`src/rtl/lpdram_pwr_pkg.sv`:
```
package lpdram_pwr_pkg;

  typedef enum logic [3:0] {
    CMD_NOP   = 4'd0,
    CMD_ACT   = 4'd1,
    CMD_RD    = 4'd2,
    CMD_WR    = 4'd3,
    CMD_PRE   = 4'd4,
    CMD_PREA  = 4'd5,
    CMD_BST   = 4'd6,
    CMD_REFAB = 4'd7,
    CMD_REFPB = 4'd8,
    CMD_MRR   = 4'd9,
    CMD_MRW   = 4'd10
  } cmd_e;

  typedef enum logic [2:0] {
    PS_ACTIVE   = 3'd0,
    PS_IDLE     = 3'd1,
    PS_ACT_PD   = 3'd2,
    PS_IDLE_PD  = 3'd3,
    PS_SELF_REF = 3'd4,
    PS_DEEP_PD  = 3'd5
  } pstate_e;

endpackage

```
`src/rtl/lpdram_cke_edge.sv`:
```
module lpdram_cke_edge (
  input  logic clk_i,
  input  logic rst_ni,
  input  logic cke_i,
  output logic fall_o,
  output logic rise_o
);
  logic cke_q;

  always_ff @(posedge clk_i or negedge rst_ni) begin
    if (!rst_ni) cke_q <= 1'b1;
    else         cke_q <= cke_i;
  end

  assign fall_o = cke_q & ~cke_i;
  assign rise_o = ~cke_q & cke_i;

endmodule

```
`src/rtl/lpdram_bank_track.sv`:
```
module lpdram_bank_track
  import lpdram_pwr_pkg::*;
#(
  parameter int NUM_BANKS = 8,
  parameter int BANK_W    = $clog2(NUM_BANKS)
) (
  input  logic              clk_i,
  input  logic              rst_ni,
  input  logic              exec_i,
  input  cmd_e              cmd_i,
  input  logic [BANK_W-1:0] bank_i,
  input  logic              full_banks_i,
  output logic              any_open_o,
  output logic              next_any_open_o
);
  logic [NUM_BANKS-1:0] open_q, open_d;
  logic [BANK_W-1:0]    idx;

  // reduced mode drops the top bank-address bit
  assign idx = full_banks_i ? bank_i : {1'b0, bank_i[BANK_W-2:0]};

  for (genvar b = 0; b < NUM_BANKS; b++) begin : g_bank
    logic hit;
    assign hit = (idx == BANK_W'(b));
    always_comb begin
      open_d[b] = open_q[b];
      if (exec_i) begin
        if (cmd_i == CMD_ACT && hit)                        open_d[b] = 1'b1;
        else if ((cmd_i == CMD_PRE && hit) || cmd_i == CMD_PREA) open_d[b] = 1'b0;
      end
    end
  end

  always_ff @(posedge clk_i or negedge rst_ni) begin
    if (!rst_ni) open_q <= '0;
    else         open_q <= open_d;
  end

  assign any_open_o      = |open_q;
  assign next_any_open_o = |open_d;

  // banks are frozen whenever commands are not executed
  a_r10_banks_frozen: assert property (@(posedge clk_i) disable iff (!rst_ni)
    !exec_i |=> $stable(open_q));

endmodule

```
`src/rtl/lpdram_ref_ptr.sv`:
```
module lpdram_ref_ptr
  import lpdram_pwr_pkg::*;
#(
  parameter int NUM_BANKS = 8,
  parameter int BANK_W    = $clog2(NUM_BANKS)
) (
  input  logic              clk_i,
  input  logic              rst_ni,
  input  logic              exec_i,
  input  cmd_e              cmd_i,
  input  logic              full_banks_i,
  output logic [BANK_W-1:0] ptr_o,
  output logic              bad_o
);
  localparam logic [BANK_W-1:0] LAST = BANK_W'(NUM_BANKS - 1);

  logic [BANK_W-1:0] ptr_q, ptr_d;
  logic              is_refpb, step;

  assign is_refpb = exec_i && (cmd_i == CMD_REFPB);
  assign step     = is_refpb && full_banks_i;
  assign bad_o    = is_refpb && !full_banks_i;

  always_comb begin
    ptr_d = ptr_q;
    if (step) ptr_d = (ptr_q == LAST) ? '0 : ptr_q + 1'b1;
  end

  always_ff @(posedge clk_i or negedge rst_ni) begin
    if (!rst_ni) ptr_q <= '0;
    else         ptr_q <= ptr_d;
  end

  assign ptr_o = ptr_q;

  // one step per executed per-bank refresh, wrapping at the last bank
  a_r8_ptr_step: assert property (@(posedge clk_i) disable iff (!rst_ni)
    (exec_i && cmd_i == CMD_REFPB && full_banks_i) |=>
      (ptr_q == (($past(ptr_q) == LAST) ? '0 : $past(ptr_q) + 1'b1)));

  // no movement unless a full-mode per-bank refresh is executed
  a_r9_ptr_hold: assert property (@(posedge clk_i) disable iff (!rst_ni)
    !(exec_i && cmd_i == CMD_REFPB && full_banks_i) |=> $stable(ptr_q));

endmodule

```
`src/rtl/lpdram_pwr_fsm.sv`:
```
module lpdram_pwr_fsm
  import lpdram_pwr_pkg::*;
(
  input  logic    clk_i,
  input  logic    rst_ni,
  input  logic    cke_i,
  input  logic    fall_i,
  input  logic    rise_i,
  input  cmd_e    cmd_i,
  input  logic    any_open_i,
  input  logic    next_any_open_i,
  input  logic    ref_bad_i,
  output logic    exec_o,
  output pstate_e state_o,
  output logic    err_o
);
  pstate_e state_q, state_d;
  logic    err_q, err_d;
  logic    powered_up;

  assign powered_up = (state_q == PS_ACTIVE) || (state_q == PS_IDLE);
  assign exec_o     = powered_up && cke_i;

  always_comb begin
    state_d = state_q;
    err_d   = 1'b0;
    unique case (state_q)
      PS_ACTIVE, PS_IDLE: begin
        if (fall_i) begin
          if (any_open_i) state_d = PS_ACT_PD;
          else begin
            unique case (cmd_i)
              CMD_NOP:              state_d = PS_IDLE_PD;
              CMD_REFAB, CMD_REFPB: state_d = PS_SELF_REF;
              CMD_BST:              state_d = PS_DEEP_PD;
              default: begin
                state_d = PS_IDLE_PD;
                err_d   = 1'b1;
              end
            endcase
          end
        end else if (cke_i) begin
          state_d = next_any_open_i ? PS_ACTIVE : PS_IDLE;
          err_d   = ref_bad_i;
        end
      end
      PS_ACT_PD: begin
        err_d = (cmd_i != CMD_NOP);
        if (rise_i) state_d = PS_ACTIVE;
      end
      PS_IDLE_PD, PS_SELF_REF: begin
        err_d = (cmd_i != CMD_NOP);
        if (rise_i) state_d = PS_IDLE;
      end
      PS_DEEP_PD: begin
        err_d = (cmd_i != CMD_NOP) || rise_i;
      end
      default: state_d = PS_IDLE;
    endcase
  end

  always_ff @(posedge clk_i or negedge rst_ni) begin
    if (!rst_ni) begin
      state_q <= PS_IDLE;
      err_q   <= 1'b0;
    end else begin
      state_q <= state_d;
      err_q   <= err_d;
    end
  end

  assign state_o = state_q;
  assign err_o   = err_q;

  // deep power-down is never left without reset
  a_r7_deep_sticky: assert property (@(posedge clk_i) disable iff (!rst_ni)
    (state_q == PS_DEEP_PD) |=> (state_q == PS_DEEP_PD));

  // idle power-down only stays or returns to idle
  a_r5_idle_pd_exit: assert property (@(posedge clk_i) disable iff (!rst_ni)
    (state_q == PS_IDLE_PD) |=> (state_q == PS_IDLE_PD || state_q == PS_IDLE));

  // active power-down only stays or returns to active
  a_r4_act_pd_exit: assert property (@(posedge clk_i) disable iff (!rst_ni)
    (state_q == PS_ACT_PD) |=> (state_q == PS_ACT_PD || state_q == PS_ACTIVE));

  // self-refresh only stays or returns to idle
  a_r6_sref_exit: assert property (@(posedge clk_i) disable iff (!rst_ni)
    (state_q == PS_SELF_REF) |=> (state_q == PS_SELF_REF || state_q == PS_IDLE));

endmodule

```
`src/rtl/lpdram_pwr_tracker.sv`:
```
module lpdram_pwr_tracker
  import lpdram_pwr_pkg::*;
#(
  parameter int NUM_BANKS = 8,
  parameter int BANK_W    = $clog2(NUM_BANKS)
) (
  input  logic              clk_i,
  input  logic              rst_ni,
  input  logic              cke_i,
  input  logic              cs_ni,
  input  logic [3:0]        cmd_i,
  input  logic [BANK_W-1:0] bank_i,
  input  logic              full_banks_i,
  output logic [2:0]        pwr_state_o,
  output logic [BANK_W-1:0] ref_bank_o,
  output logic              err_o
);
  // asynchronous assert, synchronous release
  logic [1:0] rst_sync_q;
  logic       rst_n_int;

  always_ff @(posedge clk_i or negedge rst_ni) begin
    if (!rst_ni) rst_sync_q <= 2'b00;
    else         rst_sync_q <= {rst_sync_q[0], 1'b1};
  end
  assign rst_n_int = rst_sync_q[1];

  cmd_e    cmd_eff;
  logic    fall, rise, exec, any_open, next_any_open, ref_bad;
  pstate_e state;

  assign cmd_eff = cs_ni ? CMD_NOP : cmd_e'(cmd_i);

  lpdram_cke_edge u_edge (
    .clk_i  (clk_i),
    .rst_ni (rst_n_int),
    .cke_i  (cke_i),
    .fall_o (fall),
    .rise_o (rise)
  );

  lpdram_bank_track #(.NUM_BANKS(NUM_BANKS), .BANK_W(BANK_W)) u_banks (
    .clk_i           (clk_i),
    .rst_ni          (rst_n_int),
    .exec_i          (exec),
    .cmd_i           (cmd_eff),
    .bank_i          (bank_i),
    .full_banks_i    (full_banks_i),
    .any_open_o      (any_open),
    .next_any_open_o (next_any_open)
  );

  lpdram_ref_ptr #(.NUM_BANKS(NUM_BANKS), .BANK_W(BANK_W)) u_ref (
    .clk_i        (clk_i),
    .rst_ni       (rst_n_int),
    .exec_i       (exec),
    .cmd_i        (cmd_eff),
    .full_banks_i (full_banks_i),
    .ptr_o        (ref_bank_o),
    .bad_o        (ref_bad)
  );

  lpdram_pwr_fsm u_fsm (
    .clk_i           (clk_i),
    .rst_ni          (rst_n_int),
    .cke_i           (cke_i),
    .fall_i          (fall),
    .rise_i          (rise),
    .cmd_i           (cmd_eff),
    .any_open_i      (any_open),
    .next_any_open_i (next_any_open),
    .ref_bad_i       (ref_bad),
    .exec_o          (exec),
    .state_o         (state),
    .err_o           (err_o)
  );

  assign pwr_state_o = state;

  // a powered-down state never changes the refresh pointer
  a_r10_pd_ptr_frozen: assert property (@(posedge clk_i) disable iff (!rst_n_int)
    (state != PS_ACTIVE && state != PS_IDLE) |=> $stable(ref_bank_o));

endmodule

```
`config.mk`:
```
export PLATFORM = sky130hd
export DESIGN_NAME = lpdram_pwr_tracker
export DESIGN_NICKNAME = d
export VERILOG_FILES = /design/src/rtl/lpdram_pwr_pkg.sv /design/src/rtl/lpdram_cke_edge.sv /design/src/rtl/lpdram_bank_track.sv /design/src/rtl/lpdram_ref_ptr.sv /design/src/rtl/lpdram_pwr_fsm.sv /design/src/rtl/lpdram_pwr_tracker.sv
export SDC_FILE = /design/constraint.sdc
export NUM_CORES = 1
export LEC_CHECK = 0
export CORE_AREA = 2 2 49 51
export DETAILED_ROUTE_END_ITERATION = 12
export DIE_AREA = 0 0 51 53
export PLACE_DENSITY_LB_ADDON = 0.12
export REMOVE_ABC_BUFFERS = 1
export SLEW_MARGIN = 20
export SYNTH_ARGS = -nofsm -noshare
export SYNTH_HDL_FRONTEND = slang
export SYNTH_SLANG_ARGS = --single-unit
```
`constraint.sdc`:
```
create_clock -name clk_i -period 1.2 [get_ports clk_i]
set_input_delay 0.24 -clock clk_i [delete_from_list [all_inputs] [get_ports clk_i]]
set_output_delay 0.24 -clock clk_i [all_outputs]
set_load 0.02 [all_outputs]
```
Word-level counts from Yosys, hierarchy flattened
Index checks and enable logic that the tools add are counted.
W data, S select, Z words.
{"block": "op_classes", "order_cmp": 0, "add_sub_neg": 1, "bitwise": 5, "n_eq_ne": 22, "mux": 40, "div_mod_pow": 0, "reduce_logical": 43, "shift": 0, "multipliers": 0}
{"cell": "$mux W1", "count": 29}
{"cell": "$eq A3 B3 Y1 const B", "count": 7}
{"cell": "$mux W3", "count": 7}
{"cell": "$logic_and A1 B1 Y1", "count": 20}
{"cell": "$eq A4 B3 Y1 const B", "count": 4}
{"cell": "$reduce_or A8 Y1", "count": 2}
{"cell": "$eq A3 B2 Y1 const B", "count": 4}
{"cell": "$pmux W3 S4", "count": 1}
{"cell": "$logic_or A1 B1 Y1", "count": 10}
{"cell": "$eq A3 B1 Y1 const B", "count": 2}
{"cell": "$logic_not A3 Y1", "count": 2}
{"cell": "$pmux W3 S2", "count": 1}
{"cell": "$reduce_or A2 Y1", "count": 3}
{"cell": "$eq A4 B1 Y1 const B", "count": 1}
{"cell": "$eq A4 B4 Y1 const B", "count": 1}
{"cell": "$logic_not A4 Y1", "count": 1}
{"cell": "$mux W4", "count": 1}
{"cell": "$ne A2 B1 Y1 const B", "count": 2}
{"cell": "$reduce_and A4 Y1", "count": 1}
{"cell": "$reduce_bool A4 Y1", "count": 1}
{"cell": "$reduce_or A4 Y1", "count": 1}
{"cell": "$add A3 B1 Y3 const B", "count": 1}
{"cell": "$ne A3 B3 Y1 const B", "count": 1}
{"cell": "$not A1 Y1", "count": 3}
{"cell": "other kinds (4)", "count": 5}
{"block": "totals", "in_bits": 12, "word_cells": 117, "ram_bits": 0, "latch_bits": 0, "n_memories": 0, "rom_bits": 0, "reg_bits": 18, "out_inout_bits": 7}

Depth between registers and ports, before layout
{"block": "depth", "depth_word": 12, "depth_mapped": 6, "depth_no_buf": 5}

By module
Synthesis repeated with hierarchy kept, for this count alone.
{"block": "unflattened", "hier_cells": 131, "hier_area_um2": 1228.7}
{"mod": "lpdram_bank_track", "n_inst": 1, "seq_area_each_um2": 200.2, "area_per_inst_um2": 626.9, "cells_each": 76}
{"mod": "lpdram_pwr_fsm", "n_inst": 1, "seq_area_each_um2": 101.3, "area_per_inst_um2": 309.0, "cells_each": 32}
{"mod": "lpdram_ref_ptr", "n_inst": 1, "seq_area_each_um2": 75.1, "area_per_inst_um2": 172.7, "cells_each": 13}
{"mod": "lpdram_pwr_tracker", "n_inst": 1, "seq_area_each_um2": 50.0, "area_per_inst_um2": 78.8, "cells_each": 7}
{"mod": "lpdram_cke_edge", "n_inst": 1, "seq_area_each_um2": 26.3, "area_per_inst_um2": 41.3, "cells_each": 3}

Worst setup path after synthesis
Ideal clock, no wire load.
{"block": "synth_timing", "path_type": "reg-to-reg", "from": "register u_fsm.state_q[1], in the netlist u_fsm.state_o[1]", "to": "register u_fsm.state_q[0], in the netlist u_fsm.state_o[0]", "stages_incl_launch_ff": 7, "t_arrival_ns": 1.897, "slack_ns": -0.786, "period_less_slack_ns": 1.986, "required_time_ns": 1.111, "n_path_buf": 1, "setup_ns": 0.089, "cell_sequence": "dfrtp_1 -> buf_2 -> or4b_4 -> o31ai_1 -> o311a_2 -> o211ai_2 -> o32ai_2"}
{"block": "synth_via", "elab_chain_cells": 9, "word_cells_on_any_way": 28, "cone_classes": "8 x eq/ne; 12 x mux; 1 x bitwise; 7 x reduce/logical"}
{"item": "from (decl)", "line_no": "lpdram_pwr_fsm.sv:17", "text": "pstate_e state_q, state_d;"}
{"item": "from (signal assigned)", "line_no": "lpdram_pwr_fsm.sv:67", "text": "state_q <= state_d;"}
{"item": "$eq A3 B1 Y1 / $logic_not A3 Y1 (equally long branches)", "line_no": "lpdram_pwr_fsm.sv:21, lpdram_pwr_fsm.sv:27"}
{"item": "$logic_or A1 B1 Y1", "line_no": "lpdram_pwr_fsm.sv:21", "text": "assign powered_up = (state_q == PS_ACTIVE) || (state_q == PS_IDLE);"}
{"item": "$logic_and A1 B1 Y1", "line_no": "lpdram_pwr_fsm.sv:22", "text": "assign exec_o = powered_up && cke_i;"}
{"item": "$mux W1", "line_no": "lpdram_bank_track.sv:27", "text": "if (exec_i) begin"}
{"item": "$reduce_or A8 Y1", "line_no": "lpdram_bank_track.sv:40", "text": "assign next_any_open_o = |open_d;"}
{"item": "$mux W1", "line_no": "lpdram_pwr_fsm.sv:43", "text": "state_d = next_any_open_i ? PS_ACTIVE : PS_IDLE;"}
{"item": "$mux W3", "line_no": "lpdram_pwr_fsm.sv:42", "text": "end else if (cke_i) begin"}
{"item": "$mux W3", "line_no": "lpdram_pwr_fsm.sv:29", "text": "if (fall_i) begin"}
{"item": "$pmux W3 S4", "line_no": "lpdram_pwr_fsm.sv:27", "text": "unique case (state_q)"}
Parallel ways exist; a longest one is shown, timed or not. The select of a mux whose other input is x is not followed.
A chain may end at the register's enable or synchronous reset.

Worst setup path in the final report
Same ends and word-level chain as after synthesis.

==> flow_summary.yaml <==
logic_synthesis:
  synth_edf_count: 0
  synth.area.top_cells: "dfrtp_1 34%, o21ai_0 7.7%, a21oi_1 5.5%, dfstp_2 4.5%, nor4_1 3.7%"
  synth_cells: 134
  synth_ff_type: "dfrtp_1"
  avgSynthCellArea_sq_um: 8.76
  ys_seq_area_share_pct: 38.6
  synth.distinct_cells: 46
  ys_ff_latch: 18
  syn_area_sq_um: 1170
  synth_top_area_share_pct: 34.1
  ys_warn_count: 0
  async_flop_share_pct: 100
  synth_area_leader_cell: "dfrtp_1"
global_routing:
  track_usage_pct: 31.3
  antenna_found_initial: 0
  grt_overflow: 0
  grt_pass1_wl_mm: 6.23
  grt_pass1_vias: 1387
  grt_max_degree: 17
die:
  die_area_sq_um: 2700
  io_pins: 19
  core-area_sq_um: 2150
  fp.dieW_um: 51
  die_height_um: 53
  core.rowCount: 17
  start_util_pct: 54.6
timing:
  rsz0062_at_grt: "yes"
  setup_viol: 18
  fin_setup_tns_ns: -6.93
  fmax_mhz: 524
  clock_skew_ns: 0.0147
  period_needed_ns: 1.91
  holdWs_ns: 0.0939
  hold_violations: 0
  setup_slack_ns: -0.708
  drv_slew: 0
  period_share_pct: 159
detailed_routing:
  vias: 1400
  via_per_inst: 6.17
  wl_per_cell_um: 17.2
  totalWireLength_mm: 3.91
  dr.pass1.iters: 4
  route.detailed.drc: 0
  initialDrtViolationCount: 59
  antenna_left: 0
cts:
  clock-sinks: 18
  cts_buffers: 3
  cts_tree: "yes"
  clk_path_buf_depth: 2
  clk_latency_ns: 0.31
  clkTransAtPathRegs_ns: 0.13
  root_buffer: "clkbuf_4"
  cts_max_level: 1
pwr:
  p_per_area_nw_per_um2: 778
  fin_total_pwr_mw: 1.44
  vdd_drop_max_uv: 642
  power_leakage_nw: 0.817
layout:
  utilization_pct: 86.1
  insertedDiodeCount: 0
  fin_area_sq_um: 1850
  area.growth.synth_to_final_pct: 57.6
  layout.nets: 214
  drive_above_1_share_pct: 43.2
  fin_cells: 227
worst_setup_path:
  critPathRequiredTime_ns: 1.44
  critical_path.max_fanout: 6
  endpoint_kind: "flop"
  arrival_ns: 2.15
  path_class: "reg -> reg"
  startpoint_type: "flop"
placed_design:
  place_inst: 218
  port_buffers: 18
  dpl_worst_slack_ns: -1.05
  globalplace.congestion: 0.935
  hpwl_mm: 2.61
  placed_area_sq_um: 1690
run:
  drv_cap: 0
run_status:
  outcome: "finished with violations"
  failed_checks: "setup timing"
worst_hold_path:
  hold_path_class: "in -> async"
## critical path, stage by stage, from the launching register on
cell      delay (ns)
dfrtp_1         0.43
buf_4           0.18
nor3b_1         0.30
nand3_1         0.15
o311ai_0        0.45
a21oi_1         0.20
o32ai_2         0.13
## synthesized netlist by cell type (2+ instances only)
library cell,n
nor3_1,8
dfrtp_1,16
dfstp_2,2
o21bai_1,2
o21ai_0,18
nand2_1,7
clkbuf_1,4
nand2b_1,2
o31ai_1,3
inv_1,5
a31oi_1,6
nor4_1,7
nor2_1,5
ha_1,2
a41oi_1,2
nor2b_1,3
a21oi_1,13
## report_power, final
group / leakage [nW] / internal [mW] / switching (mW)
Clock: 0.0210 / 0.185 / 0.225
Sequential: 0.194 / 0.631 / 0.0171
Combinational: 0.602 / 0.184 / 0.196
## state kept, by name (all words and copies together) (netlist names)
register / cells
u_banks.open_q: 8
u_fsm.state_o: 3
u_fsm.err_o: 1
u_edge.cke_q: 1
rst_sync_q: 2
u_ref.ptr_o: 3
## layer usage
metal	GRT usage (%)	share of wire (%)	vias up
met3	6.78	5.6	12
met4	12.6	2.2	0
met2	55.6	51	74
met1	36.5	41	662
li1	-	-	652
met5	0	0	-
## worst paths after layout
check	from	end	slack, ns	cells past startpoint
max in group asynchronous	rst_sync_q[1]	u_edge.cke_q	0.76	1
worst max-delay path	u_fsm.state_o[1]	u_fsm.state_o[0]	-0.71	6
worst max register to register	u_fsm.state_o[1]	u_fsm.state_o[0]	-0.71	6
worst min register to register	rst_sync_q[1]	u_banks.open_q[5]	0.18	1
worst min-delay path	rst_ni	rst_sync_q[1]	0.09	1
min in group clk_i	rst_sync_q[0]	rst_sync_q[1]	0.37	0
## repair_timing
action                                  4_1_cts  5_1_grt
pin swaps                                    15        7
endpoints found under the setup margin       22       20
hold buffers                                  0        0
gates resized for setup                      60       15
setup buffers                                 7        1
## cells by family (layout without fill, tap and decap cells)
family | count (synthesis) | in the layout | share of synthesized area [%]
compound gates | 54 | 54 | 29.4
xor+xnor | 1 | 1 | 0.746
flops | 18 | 18 | 38.6
simple gates | 45 | 45 | 23.1
fa+ha+maj | 2 | 2 | 2.13
other cells | 1 | 1 | 0.320
buf+inv | 12 | 77 | 4.69
mux | 1 | 1 | 0.959
## layout make-up
class | instances | area [sq um]
multi-input cells | 104 | 763
well taps | 28 | 35.0
inverters | 5 | 18.8
flip-flops and latches | 18 | 453
repair buffers | 68 | 543
fillers | 120 | 299
clock buffers | 4 | 36.3
## placed cells by master, fill, tap and decap left out, drive strengths merged, types with 2 or more instances in the layout
cell           instances
clkdlybuf4s50          6
inv                    5
or4b                   2
dlygate4sd2            3
o21bai                 2
dfstp                  2
o21ai                 18
nand2                  7
nand2b                 2
clkdlybuf4s15          2
a31oi                  6
clkbuf                 5
nor3                   8
o31ai                  3
nor4                   7
a41oi                  2
nor2                   5
buf                   56
ha                     2
dfrtp                 16
nor2b                  3
a21oi                 13
Power figures use the tool's default switching activity.
